`src/rtl/eas_pkg.sv`:
```
package eas_pkg;
  typedef enum logic [3:0] {
    M_ZP   = 4'd0,
    M_ZPX  = 4'd1,
    M_ZPY  = 4'd2,
    M_ABS  = 4'd3,
    M_ABSX = 4'd4,
    M_ABSY = 4'd5,
    M_INDX = 4'd6,
    M_INDY = 4'd7,
    M_BR   = 4'd8,
    M_JIND = 4'd9
  } mode_e;

  typedef enum logic [3:0] {
    S_IDLE, S_HI, S_DZP, S_PLO, S_PHI, S_PRE, S_ACC, S_BR1, S_BR2, S_JLO, S_JHI
  } st_e;
endpackage

```
`src/rtl/eas_add.sv`:
```
module eas_add #(
  parameter int W = 8
) (
  input  logic [W-1:0] a_i,
  input  logic [W-1:0] b_i,
  output logic [W-1:0] sum_o,
  output logic         cout_o
);
  assign {cout_o, sum_o} = {1'b0, a_i} + {1'b0, b_i};
endmodule

```
`src/rtl/eas_bus_gen.sv`:
```
module eas_bus_gen
  import eas_pkg::*;
#(
  parameter int DW = 8,
  localparam int AW = 2 * DW
) (
  input  st_e           st_i,
  input  mode_e         mode_i,
  input  logic          wr_i,
  input  logic [DW-1:0] opnd_i,
  input  logic [DW-1:0] idx_i,
  input  logic [AW-1:0] pc_i,
  input  logic [AW-1:0] base_i,
  input  logic [DW-1:0] wdata_i,
  output logic          req_o,
  output logic          we_o,
  output logic [AW-1:0] addr_o,
  output logic [DW-1:0] wdata_o
);
  localparam logic [DW-1:0] ZPG = '0;

  logic [DW-1:0] zp_idx, zp_idx1, zp_nxt, base_lo1;

  // page-zero pointer arithmetic drops the carry on purpose
  assign zp_idx   = opnd_i + idx_i;
  assign zp_idx1  = zp_idx + DW'(1);
  assign zp_nxt   = opnd_i + DW'(1);
  assign base_lo1 = base_i[DW-1:0] + DW'(1);

  always_comb begin
    req_o   = 1'b1;
    we_o    = 1'b0;
    addr_o  = '0;
    wdata_o = '0;
    unique case (st_i)
      S_HI:  addr_o = pc_i;
      S_DZP: addr_o = {ZPG, opnd_i};
      S_PLO: addr_o = (mode_i == M_INDX) ? {ZPG, zp_idx} : {ZPG, opnd_i};
      S_PHI: addr_o = (mode_i == M_INDX) ? {ZPG, zp_idx1} : {ZPG, zp_nxt};
      S_PRE: addr_o = base_i;
      S_ACC: begin
        addr_o  = base_i;
        we_o    = wr_i;
        wdata_o = wr_i ? wdata_i : '0;
      end
      S_BR1, S_BR2: addr_o = {pc_i[AW-1:DW], base_i[DW-1:0]};
      S_JLO: addr_o = base_i;
      S_JHI: addr_o = {base_i[AW-1:DW], base_lo1};
      default: req_o = 1'b0;
    endcase
  end
endmodule

```
`src/rtl/eas_ctrl.sv`:
```
module eas_ctrl
  import eas_pkg::*;
#(
  parameter int DW    = 8,
  parameter int CNT_W = 3,
  localparam int AW   = 2 * DW
) (
  input  logic             clk_i,
  input  logic             rst_ni,
  input  logic             start_i,
  input  logic [3:0]       mode_i,
  input  logic             wr_i,
  input  logic [DW-1:0]    opnd_i,
  input  logic [DW-1:0]    x_i,
  input  logic [DW-1:0]    y_i,
  input  logic [AW-1:0]    pc_i,
  input  logic [DW-1:0]    wdata_i,
  input  logic [DW-1:0]    rdata_i,
  input  logic [DW-1:0]    sum_i,
  input  logic             cout_i,
  output st_e              st_o,
  output mode_e            mode_o,
  output logic             wr_o,
  output logic [DW-1:0]    opnd_o,
  output logic [DW-1:0]    idx_o,
  output logic [AW-1:0]    pc_o,
  output logic [AW-1:0]    base_o,
  output logic [DW-1:0]    wdata_o,
  output logic [DW-1:0]    ptr_lo_o,
  output logic             done_o,
  output logic [AW-1:0]    ea_o,
  output logic [DW-1:0]    data_o,
  output logic [AW-1:0]    pcr_o,
  output logic [CNT_W-1:0] cyc_o
);
  st_e              st_q;
  mode_e            mode_q;
  logic             wr_q, carry_q, done_q;
  logic [DW-1:0]    opnd_q, idx_q, wdata_q, ptr_lo_q, data_q;
  logic [AW-1:0]    pc_q, base_q, ea_q, pcr_q;
  logic [CNT_W-1:0] cnt_q, cyc_q;

  mode_e         mode_in;
  logic [AW-1:0] br_tgt;

  assign mode_in = mode_e'(mode_i);
  assign br_tgt  = pc_i + {{DW{opnd_i[DW-1]}}, opnd_i};

  always_ff @(posedge clk_i or negedge rst_ni) begin
    if (!rst_ni) begin
      st_q     <= S_IDLE;
      mode_q   <= M_ZP;
      wr_q     <= 1'b0;
      carry_q  <= 1'b0;
      done_q   <= 1'b0;
      opnd_q   <= '0;
      idx_q    <= '0;
      wdata_q  <= '0;
      ptr_lo_q <= '0;
      data_q   <= '0;
      pc_q     <= '0;
      base_q   <= '0;
      ea_q     <= '0;
      pcr_q    <= '0;
      cnt_q    <= '0;
      cyc_q    <= '0;
    end else begin
      done_q <= 1'b0;
      if (st_q != S_IDLE) cnt_q <= cnt_q + CNT_W'(1);
      unique case (st_q)
        S_IDLE: if (start_i) begin
          mode_q  <= mode_in;
          wr_q    <= wr_i;
          opnd_q  <= opnd_i;
          pc_q    <= pc_i;
          wdata_q <= wdata_i;
          cnt_q   <= '0;
          carry_q <= 1'b0;
          unique case (mode_in)
            M_ZPX, M_ABSX, M_INDX: idx_q <= x_i;
            M_ZPY, M_ABSY, M_INDY: idx_q <= y_i;
            default:               idx_q <= '0;
          endcase
          unique case (mode_in)
            M_ZP: begin
              base_q <= {{DW{1'b0}}, opnd_i};
              st_q   <= S_ACC;
            end
            M_ZPX, M_ZPY, M_INDX:        st_q <= S_DZP;
            M_ABS, M_ABSX, M_ABSY, M_JIND: st_q <= S_HI;
            M_INDY:                      st_q <= S_PLO;
            M_BR: begin
              base_q  <= br_tgt;
              carry_q <= br_tgt[AW-1:DW] != pc_i[AW-1:DW];
              st_q    <= S_BR1;
            end
            default: begin
              done_q <= 1'b1;
              ea_q   <= '0;
              data_q <= '0;
              pcr_q  <= pc_i;
              cyc_q  <= '0;
            end
          endcase
        end
        S_HI: begin
          pc_q <= pc_q + AW'(1);
          if (mode_q == M_JIND) begin
            base_q <= {rdata_i, opnd_q};
            st_q   <= S_JLO;
          end else begin
            base_q <= {rdata_i, sum_i};
            st_q   <= cout_i ? S_PRE : S_ACC;
          end
        end
        S_DZP: begin
          if (mode_q == M_INDX) st_q <= S_PLO;
          else begin
            base_q <= {{DW{1'b0}}, sum_i};
            st_q   <= S_ACC;
          end
        end
        S_PLO: begin
          ptr_lo_q <= rdata_i;
          st_q     <= S_PHI;
        end
        S_PHI: begin
          if (mode_q == M_INDX) begin
            base_q <= {rdata_i, ptr_lo_q};
            st_q   <= S_ACC;
          end else begin
            base_q <= {rdata_i, sum_i};
            st_q   <= cout_i ? S_PRE : S_ACC;
          end
        end
        S_PRE: begin
          base_q[AW-1:DW] <= base_q[AW-1:DW] + DW'(1);
          st_q            <= S_ACC;
        end
        S_ACC: begin
          ea_q   <= base_q;
          data_q <= wr_q ? wdata_q : rdata_i;
          pcr_q  <= pc_q;
          cyc_q  <= cnt_q + CNT_W'(1);
          done_q <= 1'b1;
          st_q   <= S_IDLE;
        end
        S_BR1, S_BR2: begin
          if (st_q == S_BR1 && carry_q) st_q <= S_BR2;
          else begin
            ea_q   <= base_q;
            data_q <= '0;
            pcr_q  <= base_q;
            cyc_q  <= cnt_q + CNT_W'(1);
            done_q <= 1'b1;
            st_q   <= S_IDLE;
          end
        end
        S_JLO: begin
          ptr_lo_q <= rdata_i;
          st_q     <= S_JHI;
        end
        S_JHI: begin
          ea_q   <= {rdata_i, ptr_lo_q};
          data_q <= '0;
          pcr_q  <= {rdata_i, ptr_lo_q};
          cyc_q  <= cnt_q + CNT_W'(1);
          done_q <= 1'b1;
          st_q   <= S_IDLE;
        end
        default: st_q <= S_IDLE;
      endcase
    end
  end

  assign st_o     = st_q;
  assign mode_o   = mode_q;
  assign wr_o     = wr_q;
  assign opnd_o   = opnd_q;
  assign idx_o    = idx_q;
  assign pc_o     = pc_q;
  assign base_o   = base_q;
  assign wdata_o  = wdata_q;
  assign ptr_lo_o = ptr_lo_q;
  assign done_o   = done_q;
  assign ea_o     = ea_q;
  assign data_o   = data_q;
  assign pcr_o    = pcr_q;
  assign cyc_o    = cyc_q;
endmodule

```
`src/rtl/ea_sequencer.sv`:
```
module ea_sequencer
  import eas_pkg::*;
#(
  parameter int DW    = 8,
  parameter int CNT_W = 3,
  localparam int AW   = 2 * DW
) (
  input  logic             clk_i,
  input  logic             rst_ni,
  input  logic             start_i,
  input  logic [3:0]       mode_i,
  input  logic             wr_i,
  input  logic [DW-1:0]    opnd_i,
  input  logic [DW-1:0]    x_i,
  input  logic [DW-1:0]    y_i,
  input  logic [AW-1:0]    pc_i,
  input  logic [DW-1:0]    wdata_i,
  output logic             bus_req_o,
  output logic             bus_we_o,
  output logic [AW-1:0]    bus_addr_o,
  output logic [DW-1:0]    bus_wdata_o,
  input  logic [DW-1:0]    bus_rdata_i,
  output logic             busy_o,
  output logic             done_o,
  output logic [AW-1:0]    ea_o,
  output logic [DW-1:0]    data_o,
  output logic [AW-1:0]    pc_o,
  output logic [CNT_W-1:0] cycles_o
);
  st_e           st;
  mode_e         mode_q;
  logic          wr_q, cout;
  logic [DW-1:0] opnd_q, idx_q, wdata_q, ptr_lo_q, add_a, sum;
  logic [AW-1:0] pc_q, base_q;

  // post-index add uses the pointer low byte, every other add uses the operand
  assign add_a  = (st == S_PHI) ? ptr_lo_q : opnd_q;
  assign busy_o = st != S_IDLE;

  eas_add #(.W(DW)) u_add (
    .a_i(add_a), .b_i(idx_q), .sum_o(sum), .cout_o(cout)
  );

  eas_ctrl #(.DW(DW), .CNT_W(CNT_W)) u_ctrl (
    .clk_i, .rst_ni, .start_i, .mode_i, .wr_i, .opnd_i, .x_i, .y_i, .pc_i, .wdata_i,
    .rdata_i(bus_rdata_i), .sum_i(sum), .cout_i(cout),
    .st_o(st), .mode_o(mode_q), .wr_o(wr_q), .opnd_o(opnd_q), .idx_o(idx_q),
    .pc_o(pc_q), .base_o(base_q), .wdata_o(wdata_q), .ptr_lo_o(ptr_lo_q),
    .done_o, .ea_o, .data_o, .pcr_o(pc_o), .cyc_o(cycles_o)
  );

  eas_bus_gen #(.DW(DW)) u_bus (
    .st_i(st), .mode_i(mode_q), .wr_i(wr_q), .opnd_i(opnd_q), .idx_i(idx_q),
    .pc_i(pc_q), .base_i(base_q), .wdata_i(wdata_q),
    .req_o(bus_req_o), .we_o(bus_we_o), .addr_o(bus_addr_o), .wdata_o(bus_wdata_o)
  );
endmodule

```
`config.mk`:
```
export PLATFORM = sky130hd
export DESIGN_NAME = ea_sequencer
export DESIGN_NICKNAME = d
export VERILOG_FILES = /design/src/rtl/eas_pkg.sv /design/src/rtl/eas_add.sv /design/src/rtl/eas_bus_gen.sv /design/src/rtl/eas_ctrl.sv /design/src/rtl/ea_sequencer.sv
export SDC_FILE = /design/constraint.sdc
export NUM_CORES = 1
export LEC_CHECK = 0
export BUFFER_PORTS_ARGS = -buffer_cell sky130_fd_sc_hd__buf_2
export CORE_UTILIZATION = 60
export CTS_BUF_LIST = sky130_fd_sc_hd__clkbuf_2
export DETAILED_ROUTE_END_ITERATION = 8
export GPL_ROUTABILITY_DRIVEN = 0
export PLACE_DENSITY = 0.84
export SLEW_MARGIN = 10
export SYNTH_ARGS = -nofsm -noshare
export SYNTH_HDL_FRONTEND = slang
export SYNTH_HIERARCHICAL = 1
export SYNTH_SLANG_ARGS = --single-unit
```
`constraint.sdc`:
```
create_clock -name clk_i -period 4.4 [get_ports clk_i]
set_clock_uncertainty 0.05 [all_clocks]
set_input_delay 0 -clock clk_i [delete_from_list [all_inputs] [get_ports clk_i]]
set_output_delay 0 -clock clk_i [all_outputs]
set_load 0.005 [all_outputs]
```
==> metrics.md, run 1 <==
| Metric | Value |
|---|---|
| Startpoint types | flop |
| Final period util | 80.98% |
| CTS Buf Count | 17 |
| PD cells | 718.6 nW/um^2 |
| Crit-path leading delay family | simple AND/OR/NAND/NOR gates |
| Die Height | 123.0 um |
| Cells after synthesis | 1021 |
| Core area | 14100 um^2 |
| Fillers | 992 |
| Setup TNS | 0 ps |
| Reg clk slew, reported paths | 180 ps |
| Fin. Hold Viols | 0 |
| Mux cell area share after synthesis | 4.215% |
| Final cell count without fillers | about 1.5k |
| Total GRT Usage | approximately two fifths |
| Status | finished with violations |
| Synth Area in Compound Gates | 24.41% |
| Ports | 135 |
| Post-CTS Setup Repair Bufs | 0 |
| Arr. time, crit path | 4170 ps |
| Worst r2r src | u_ctrl/st_o[3] |
| Failing checks | design-rule violations |
| Register area share after synthesis | about a third |
| Largest family of logic cells by synthesized area | compound AO/OA/AOI/OAI gates |
| Initial antenna violation count | 1 |
| Area contributors post-synth | dfrtp_1 34%, nand2_1 6.2%, nor2_1 5.7% |
| P_leak | 4.989 nW |
| DPL Wire Length | just under 20000 um |
| DR iter-0 viols | between 1k and 1.5k |
| Post-Synth Simple-Gate Area | 23.07% |
| Wire per inst | 21.20 um |
| Slew Limit Headroom | 26.52% |
| Critical Path Max Stage Delay | 760 ps |
| CP bufs+invs | 3 |
| Hold Path Sink | u_ctrl/ptr_lo_o[5] |
| Max Slew Vio Count | 0 |
| Synth async-reset ratio | 100.0% |
| First-pass GRT wire length | 47550 um |
| Synth Area in Adders | about 5.5% |
| Power, Total | around 8.0 mW |
| CTS resizes | 0 |
| Layout cells sized above 1 | between 10% and 20% |
| Worst hold path class | primary input to flop |
| First-pass detailed-route iteration total | 9 |
| Cell count of the worst hold path | 3 |
| Critical path, cell by cell | buf_4 > nor2b_1 > nand3_1 > o31ai_2 > buf_4 > nand2b_1 > nor2_2 > nand2_1 > a31oi_1 > dlygate4sd3_1 |
| Most common cell after layout, fill and taps aside | nand2_1 |
| Gr ovfl total | 0 |
| Hold-fix buffers, CTS | 136 |
| Count of different cell masters after synthesis | 84 |
| # rows | 43 |
| Final setup viols | 0 |
| Vias after detailed routing | 9771 |
| Worst-margin pin slew | 1098 ps |
| Post-Synthesis Cell Area | about 8800 um^2 |
| Largest net degree at the start of global routing | 67 |
| Hold path start | bus_rdata_i[5] |
| Die W | approximately 120 um |
| Clock Latency Late Sink | a little over 700 ps |
| Detailed Route WL | 31040 um |
| Post-layout min period | 3563 ps |
| Number of synthesized flops with an enable pin | 0 |
| Yosys top cell area share | 34.46% |
| Max Cap Viol | 0 |
| Setup Crit Path Kind | flop to flop |
| Critical Path RT | roughly 5000 ps |
| Port bufs | around 130 |
| Vias/cell | 6.674 |
| Area grow syn2layout | 27.11% |
| Post-route ant nets | 0 |
| Minimum setup slack among reg-to-reg paths | 840 ps |
| CP Capture Type | flop |
| Worst reg2reg path endpoint | u_ctrl/pcr_o[15] |
| Commonest cells after routing, fill and taps aside | 146 x nand2_1, 135 x dlygate4sd3_1, 133 x buf_2, 133 x nor2_1, 121 x dfrtp_1 |
| DRC | 16 |
| Achievable frequency | 280.7 MHz |
| Reg2Reg Depth | 10 |
| Vias in the first global route | ~9.3k |
| Initial Utilization | 62.34% |
| Top_reg_cell synth | dfrtp_1 |
| Placed cell count | 1296 |
| Slowest cell on crit path | nor2_2 |
| Clock buffer depth | 2 |
| Register bit total from synthesis | 121 |
| CP max FO | 26 |
| CTS Sinks | 121 |
| Root Driver | clkbuf_2 |
| XOR/XNOR Fraction of Synth Area | 4.371% |
| Synth warn | 6 |
| # H-tree levels | 4 |
| RSZ-0062 raised after global routing | no |
| Max VDD drop | 0.3328 mV |
| CTS tree | built |
| Total Die Area | 15130 um^2 |
| Most used cell, CP | buf_4 |
| Mapped Nets | approximately 1.1k |
| Post-synth top area cell | dfrtp_1 |
| Syn_area_per_cell | 8.606 um^2 |
| Final-stage net count | 1372 |
cell usage after synthesis (all sizes together) (5+ instances only):
cell type / instances
a21oi: 51
a211oi: 9
a31oi: 26
and2: 11
a222oi: 31
o21ai: 61
nor3: 27
a221oi: 30
nand4: 6
and3: 10
nand3: 28
a22oi: 7
xnor2: 26
buf: 32
clkbuf: 22
inv: 16
nand3b: 7
mux2i: 19
o211ai: 7
xor2: 17
nor2: 137
ha: 34
dfrtp: 121
nor4: 5
o21a: 7
o21bai: 6
mux2: 16
or3: 7
nor2b: 10
nand2b: 15
a22o: 11
nand2: 146
a21o: 10
power by group:
part / switching, mW / internal (mW)
Clock: 0.410 / 0.422
Combinational: 2.62 / 2.15
Sequential: 0.780 / 1.65
Total: 3.81 / 4.22
cells by family after synthesis:
group | count (synthesis)
AO/OA/AOI/OAI | 290
XOR/XNOR | 43
adder cells (fa/ha/maj) | 37
buffers and inverters | 70
flip-flops | 121
multiplexers | 35
AND/OR/NAND/NOR | 425
sequential cells by signal, indices dropped and copies added, names as in the netlist, 8 cells and up:
| register | flops |
|---|---|
| u_ctrl/pcr_o | 16 |
| u_ctrl/wdata_o | 8 |
| u_ctrl/base_o | 16 |
| u_ctrl/ea_o | 16 |
| u_ctrl/data_o | 8 |
| u_ctrl/idx_o | 8 |
| u_ctrl/pc_o | 16 |
| u_ctrl/ptr_lo_o | 8 |
| u_ctrl/opnd_o | 8 |
cell type report:
type / instances / area, um^2 / area share (%)
Tap cell: 180 / 225.2 / 2.016
Clock inverter: 12 / 180.2 / 1.613
Inverter: 16 / 60.06 / 0.5377
Clock buffer: 19 / 95.09 / 0.8513
Timing Repair Buffer: 285 / 2165 / 19.38
Sequential cell: 121 / 3028 / 27.11
Antenna cell: 1 / 2.502 / 0.02240
Multi-Input combinational cell: 830 / 5414 / 48.47
worst min-delay path: cells and delay by family:
kind	cells	cell delay, ps
buffers and inverters	2	680
multiplexers	1	140
worst max-delay path by stage:
stage | start | end | slack [ps] | cells past startpoint
finish | u_ctrl/st_o[3] | u_ctrl/pcr_o[15] | 840 | 10
detailed placement | u_ctrl/st_o[2] | u_ctrl/st_o[1] | 910 | 14
floorplan | u_ctrl/st_o[1] | u_ctrl/base_o[6] | 1320 | 11
global route | u_ctrl/st_o[2] | u_ctrl/st_o[1] | 520 | 14
CTS | u_ctrl/st_o[2] | u_ctrl/st_o[1] | 880 | 14
global placement | u_ctrl/st_o[2] | u_ctrl/st_o[1] | 1030 | 14
per-layer routing:
layer	global-route usage, %	wire [um]	vias to the layer above
li1	-	-	4315
met1	52.22	11420	4629
met2	66.26	14490	705
met3	11.58	3929	122
met4	21.31	1202	0
met5	0	0	-
stage by stage:
stage                     util [%]  worst slack (ps)  instance area [um^2]  hold WS (ps)
after detailed placement     67.49             912.7                  9513         103.7
after floorplan                  -              1325                  8787        -345.6
after global routing         79.24             520.9                 11170         30.53
after global placement       67.49              1027                  9513         105.5
final                        79.24             837.0                 11170         73.90
after CTS                    79.22             881.5                 11170         33.45
Note: power is estimated with default switching activity, not from simulation.
==> run 2: changes to the inputs <==
==> constraint.sdc (replaced) <==
create_clock -name clk_i -period 3.3 [get_ports clk_i]
set_clock_uncertainty 0.05 [all_clocks]
set_input_delay 0 -clock clk_i [delete_from_list [all_inputs] [get_ports clk_i]]
set_output_delay 0 -clock clk_i [all_outputs]
set_load 0.005 [all_outputs]
==> metrics.md, run 2 (synthesized netlist as in run 1, its figures left out) <==
| Metric | Value |
|---|---|
| Crit. Startpoint | u_ctrl/idx_o[0] |
| Min Hold Slack | 40.69 ps |
| Max VDD drop | around 0.52 mV |
| Arr. time, crit path | around 3400 ps |
| Root Driver | clkbuf_2 |
| Final setup viols | 4 |
| Largest net degree at the start of global routing | 62 |
| Clock buffer depth | 2 |
| Placed cell count | roughly 1.3k |
| Port bufs | 134 |
| Setup Crit Path Kind | flop to output port |
| Critical Path Max Stage Delay | 500 ps |
| Final period util | 105.2% |
| # H-tree levels | 4 |
| Vias in the first global route | about 9.4k |
| Slew Limit Headroom | 25.70% |
| Slowest cell on crit path | dfrtp_2 |
| Layout cells sized above 1 | roughly 20% |
| Worst hold path class | primary input to flop |
| CTS tree | built |
| Wire per inst | between 20 and 25 um |
| Placed Area | 9563 um^2 |
| Total GRT Usage | 41.94% |
| Final Cell Area | 11430 um^2 |
| CTS Sinks | between 100 and 150 |
| DRC | 25 |
| Setup TNS | -395.0 ps |
| Initial antenna violation count | 1 |
| Failing checks | design-rule violations, negative setup slack |
| Clock Latency Late Sink | ~760 ps |
| Detailed Route WL | ~32000 um |
| Final cell count without fillers | between 1k and 1.5k |
| Initial Utilization | 62.34% |
| Worst-margin pin slew | approximately 1100 ps |
| Total Die Area | 15130 um^2 |
| Critical path, cell by cell | ha_4 > fa_2 > a211oi_2 > nor2_2 > and4b_1 > nor3_4 > a31oi_4 > a311o_1 > o211ai_2 > buf_2 |
| DPL Wire Length | 20020 um |
| Final Util | between 80% and 90% |
| Startpoint types | flop |
| Critical Path RT | around 3300 ps |
| CP Capture Type | output port |
| Final-stage net count | ~1.4k |
| # rows | 43 |
| CTS Buf Count | 17 |
| Vias/cell | 6.782 |
| First-pass detailed-route iteration total | 9 |
| Power, Total | 11.15 mW |
| Post-layout min period | 3471 ps |
| Ports | roughly 140 |
| Worst r2r src | u_ctrl/st_o[1] |
| Max Cap Viol | 0 |
| Area grow syn2layout | 30.03% |
| Reg clk slew, reported paths | about 210 ps |
| Gr ovfl total | 0 |
| Final worst slack | -171.1 ps |
| RSZ-0062 raised after global routing | yes |
| Die W | approximately 120 um |
| CP max FO | 4 |
| Achievable frequency | between 200 and 300 MHz |
| Commonest cells after routing, fill and taps aside | 145 x nand2_1, 134 x dlygate4sd3_1, 133 x buf_2 |
| Max Slew Vio Count | 0 |
| Most common cell after layout, fill and taps aside | nand2_1 |
| First-pass GRT wire length | 48180 um |
| Post-route ant nets | 0 |
| PD cells | 975.9 nW/um^2 |
| Die Height | approximately 120 um |
| P_leak | ~5.1 nW |
| Status | finished with violations |
| Fin. Hold Viols | 0 |
| Core area | 14100 um^2 |
| Minimum setup slack among reg-to-reg paths | 30 ps |
| Vias after detailed routing | about 10k |
| DR iter-0 viols | 1591 |
| Hold path start | pc_i[3] |
| Pre-CTS WS | 147.8 ps |
## run 2: cell count changes in the layout (fill, tap and decap cells not counted), moves of 3 or more
| cell | delta |
|---|---|
| a21oi_1 | -3 |
| buf_4 | +12 |
| dfrtp_1 | -3 |
| dfrtp_2 | +3 |
## run 2: repair_timing
item	4_1_cts	5_1_grt
endpoints found under the setup margin	5	28
resized for setup	4	29
hold buffers	135	0
hold endpoints to repair	229	0
pin swaps	2	11
buffers inserted	4	6
## run 2: worst paths after layout
kind,to,depth (start not counted)
setup / recovery,bus_addr_o[7],10
hold / removal,u_ctrl/pcr_o[3],4
setup reg to reg,u_ctrl/base_o[5],12
hold reg to reg,u_ctrl/data_o[5],2
max in group asynchronous,u_ctrl/pc_o[2],4
min in group asynchronous,u_ctrl/data_o[1],4
## run 2: layout make-up
cell class | count | area [um^2]
diodes | 1 | 2.502
clock buffers | 17 | 85.08
clock inverters | 15 | 158.9
fillers | 904 | 2670
inverters | 16 | 60.06
multi-input cells | 830 | 5575
flip-flops and latches | 121 | 3032
well taps | 180 | 225.2
repair buffers | 299 | 2287
## run 2: layer usage
| layer | routed length (um) | vias to the layer above | global-route usage (%) |
|---|---|---|---|
| li1 | - | 4348 | - |
| met1 | 11980 | 4702 | 54.02 |
| met2 | 14710 | 824 | 66.78 |
| met3 | 3975 | 156 | 10.79 |
| met4 | 1362 | 0 | 18.30 |
| met5 | 0 | - | 0 |
## run 2: worst max-delay path, delay by kind of cell (launching register included)
kind | cells | cell delay, ps
AOI/OAI and AO/OA | 4 | 850
DFF | 1 | 500
adders and majority gates | 2 | 560
buffers and inverters | 1 | 150
and+or+nand+nor | 3 | 590
## run 2: where the power goes
group	leakage (nW)	switching, mW	total [mW]	internal, mW
combinational	3.48	3.78	6.90	3.12
sequential	1.44	1.03	3.23	2.20
clock	0.146	0.605	1.01	0.410
total	5.07	5.41	11.2	5.74
